### src/rtl/wdog_deferred.sv
module wdog_deferred #(
  parameter int CNT_W = 16
) (
  input  logic clk,
  input  logic rst_n,
  input  logic defer_cfg,
  input  logic kick,
  output logic rst_req,
  output logic armed
);

  localparam logic [CNT_W-1:0] CNT_LAST = '1;

  logic [CNT_W-1:0] cnt;
  logic             expire;

  assign expire = armed && !kick && (cnt == CNT_LAST);

  always_ff @(posedge clk) begin
    if (!rst_n)    armed <= !defer_cfg;
    else if (kick) armed <= 1'b1;
  end

  always_ff @(posedge clk) begin
    if (!rst_n || kick || !armed || expire) cnt <= '0;
    else                                    cnt <= cnt + 1'b1;
  end

  always_ff @(posedge clk) begin
    if (!rst_n) rst_req <= 1'b0;
    else        rst_req <= expire;
  end

  assert_single_pulse_R5: assert property (@(posedge clk) disable iff (!rst_n)
    rst_req |=> !rst_req);

  assert_stay_armed_R7: assert property (@(posedge clk) disable iff (!rst_n)
    armed |=> armed);

  assert_dormant_quiet_R2: assert property (@(posedge clk) disable iff (!rst_n)
    !armed |-> (!rst_req && cnt == '0));

  assert_kick_arms_R3: assert property (@(posedge clk) disable iff (!rst_n)
    kick |=> (armed && !rst_req));

  assert_kick_restarts_R6: assert property (@(posedge clk) disable iff (!rst_n)
    kick |=> (cnt == '0));

endmodule

### config.mk
export PLATFORM = sky130hd
export DESIGN_NAME = wdog_deferred
export DESIGN_NICKNAME = d
export VERILOG_FILES = /design/src/rtl/wdog_deferred.sv
export SDC_FILE = /design/constraint.sdc
export NUM_CORES = 1
export LEC_CHECK = 0
export BUFFER_PORTS_ARGS = -buffer_cell sky130_fd_sc_hd__buf_2
export CAP_MARGIN = 20
export CORE_UTILIZATION = 45
export CTS_CLUSTER_SIZE = 24
export DETAILED_ROUTE_END_ITERATION = 8
export PLACE_DENSITY = 0.69
export SETUP_SLACK_MARGIN = 0.4
export SYNTH_ARGS = -nofsm -noshare
export SYNTH_HDL_FRONTEND = slang
export SYNTH_SLANG_ARGS = --single-unit
### constraint.sdc
create_clock -name clk -period 1.6 [get_ports clk]
set_input_delay 0.08 -clock clk [delete_from_list [all_inputs] [get_ports clk]]
set_output_delay 0.08 -clock clk [all_outputs]
set_load 0.05 [all_outputs]
==> reports/qor.log <==
[status] result of the run finished clean
[worst_hold_path] worst min path class in -> reg
[placed_design] post-place instance area 840 um2
[grt] global-route wire length before repair 2980 um
[power] total power per unit cell area 680 nW/um2
[layout] ratio of cells with drive above 1 in the final layout 47.7%
[worst_hold_path] Worst Min Path Start defer_cfg
[routing] Pre-antenna DRT Iters 3
[routing] Routed Antenna Nets 0
[timing] headroom to the max-slew limit 78.6%
[synth] share of the synthesized area in the top cell type 43.7%
[grt] number of global-route vias before repair 693
[floorplan] # rows 14
[floorplan] number of ports placed on the die boundary 6
[power] maximum resistive drop on vdd 711 uV
[setup_path] critical path peak fanout 4
[setup_path] kind of start point of the critical path register
[setup_path] worst setup slack for register-to-register paths 0.32 ns
[routing] uppermost layer routed met4
[grt] total overflow reported by the global router 0
[layout] Post-Route Utilization 72.6%
[timing] setup tns final 0 ns
[synth] cell area after synthesis 778 um2
[layout] ant diodes 0
[clock_tree] Root Buffer sky130_fd_sc_hd__clkbuf_4
[grt] antenna violations before repair 0
[timing] Final Slew Violations 0
[routing] Detailed Route Iter0 Violations 14
[synth] number of enable flip-flop cells after synthesis 1
[setup_path] CP Launch Point cnt[8]
[floorplan] Vert. Die Dim 43.6 um
[routing] per-cell via count in the routed design 5.41
[synth] synthesized flop and latch total 18
[synth] dominant cells by area after synthesis sky130_fd_sc_hd__dfxtp_1, sky130_fd_sc_hd__xnor2_1, sky130_fd_sc_hd__nor2_1, sky130_fd_sc_hd__xor2_1, sky130_fd_sc_hd__nand3_1
[routing] routed wire length 1900 um
[power] part of the power in the clock network 35.9%
[synth] Ys Warns 0
[power] reported leakage power 0.442 nW
[synth] Synth top cells by count sky130_fd_sc_hd__dfxtp_1, sky130_fd_sc_hd__nor2_1, sky130_fd_sc_hd__xnor2_1
[floorplan] Placeable Area 1560 um2
[timing] maximum frequency from static timing analysis 0.782 GHz
[timing] final critical path time including I/O delays and setup 1.28 ns
[timing] Clock Skew 0.00306 ns
[placed_design] number of buffers added on ports 5
[clock_tree] Post-CTS Hold Buffers 0
[clock_tree] Skew-Pair Late Insertion Delay 0.29 ns
[routing] total length of routed met3 wires 59 um
[timing] Slew @ Worst Pin 0.319 ns
[clock_tree] Num Clock Sinks 18
[layout] final net count 117
[setup_path] crit path kind reg -> reg
[placed_design] post-placement setup slack 0.175 ns
[timing] fin crit share 79.9%
[power] internal power contribution 604 uW
[synth] most frequently used flop master after synthesis sky130_fd_sc_hd__dfxtp_1
[routing] vias after detailed routing 687
[setup_path] launch point of the worst reg-to-reg path cnt[8]
[clock_tree] TritonCTS buffer count 3
[routing] DRC viols 0
[placed_design] final RePlAce weighted congestion 0.794
[power] total power of the final layout 770 uW
[timing] worst slack on hold paths 0.0393 ns
[routing] met2 routed wirelength 976 um
[power] net load switching power 166 uW
[timing] RSZ-0062 raised after global routing true
[setup_path] data required time of the critical path 1.83 ns
[floorplan] area enclosed by the die boundary 1900 um2
[grt] pin count of the biggest net entering global routing 13
[synth] instance count of the mapped netlist 84
[clock_tree] CTS tree built
[setup_path] type of element capturing the critical path register
[power] net switching fraction of the power 21.5%
[synth] Yosys cell types 23
[routing] Wirelength per Cell 14.9 um
[synth] leading area contributor after synthesis sky130_fd_sc_hd__dfxtp_1
[routing] wire length on met1 826 um
[timing] final setup violation count 0
[synth] register area share after synthesis 47.6%
[timing] min setup slack post-route 0.321 ns
[run] number of maximum-capacitance constraint violations 0
[clock_tree] maximum level of the CTS H-tree 1
[layout] Syn-to-layout area delta 45.3%
[grt] All-Layer GR Usage 21.6%
[layout] number of standard cells in the layout, taps in and fillers out 127
[synth] ys async rst share 0%
[floorplan] initial standard-cell utilization of the core 49.9%
[placed_design] Post-Place Cells 105
[power] relative contribution of combinational cells to total power 5.1%
[synth] synthesized area per cell 9.26 um2
[clock_tree] CTS clk-pin slew, worst paths 0.10 ns
[layout] area of all placed cells without fillers 1130 um2
[power] sequential fraction of design power 59.0%
[floorplan] horizontal die dimension 43.6 um
[placed_design] half-perimeter wire length after placement 983 um
[timing] Final Hold Viols 0
[setup_path] critical path arrival 1.51 ns
[synth] post-synthesis net count 89
[clock_tree] buffer depth of the longest clock path 2
## sequential cells by signal, indices dropped and copies added, names as in the netlist
signal / cells
rst_req: 1
armed: 1
cnt: 16
## cell type report
class | count | area (um2)
clock buffers | 4 | 36.3
fillers | 110 | 428
inverters | 2 | 7.51
multi-input cells | 63 | 484
flip-flops and latches | 18 | 399
well taps | 16 | 20.0
repair buffers | 24 | 184
## final timing paths
kind,cells past startpoint,to
worst min register to register,1,cnt[0]
worst max-delay path,4,cnt[14]
worst min-delay path,2,armed
worst max register to register,4,cnt[14]
## repair_timing
action,CTS,global route
hold endpoints to repair,0,0
setup endpoints to repair,16,15
pin swaps,6,10
setup buffers,15,3
resized for setup,21,11
## layer usage
metal	GRT usage, %	up-vias
met5	0	-
met2	37.0	11
met4	9.38	0
met1	24.9	328
li1	-	344
met3	6.25	4
## power by group through the flow
stage,Sequential [mW],Combinational [mW],Clock (mW)
after global routing,0.455,0.0426,0.304
after global placement,0.471,0.0302,0
after detailed placement,0.471,0.0306,0
final,0.454,0.0389,0.277
after floorplan,0.478,0.0160,0
after CTS,0.456,0.0378,0.283
## cells by family (layout without fill, tap and decap cells)
group	after synthesis	count (layout)	share of synthesized area [%]
and+or+nand+nor	46	46	31.8
adders and majority gates	1	1	1.61
AOI/OAI and AO/OA	3	3	2.73
xor gates and xnor gates	13	13	14.6
buffers and inverters	3	30	1.61
DFF	18	18	47.6
## worst max-delay path, cell delays in order, from the launching register on
cell	delay, ns
sky130_fd_sc_hd__dfxtp_4	0.37
sky130_fd_sc_hd__and4_4	0.24
sky130_fd_sc_hd__nand4_4	0.13
sky130_fd_sc_hd__or3_4	0.35
sky130_fd_sc_hd__a21oi_2	0.12
## placed cells by master (no fill, tap or decap), types with 2 or more instances in the layout
master,netlist,routed
sky130_fd_sc_hd__dfxtp_4,0,5
sky130_fd_sc_hd__inv_1,2,2
sky130_fd_sc_hd__nor2_1,17,17
sky130_fd_sc_hd__nand3_1,7,7
sky130_fd_sc_hd__xnor2_1,8,8
sky130_fd_sc_hd__dfxtp_1,17,4
sky130_fd_sc_hd__xor2_1,5,4
sky130_fd_sc_hd__buf_4,0,17
sky130_fd_sc_hd__nand2_1,4,4
sky130_fd_sc_hd__nand4_1,5,5
sky130_fd_sc_hd__dfxtp_2,0,8
sky130_fd_sc_hd__nand2b_1,2,2
sky130_fd_sc_hd__buf_2,1,5
sky130_fd_sc_hd__clkbuf_4,0,3
sky130_fd_sc_hd__nor4_4,0,3
sky130_fd_sc_hd__and4_4,1,2
No activity file was read; power rests on OpenSTA's default activity.
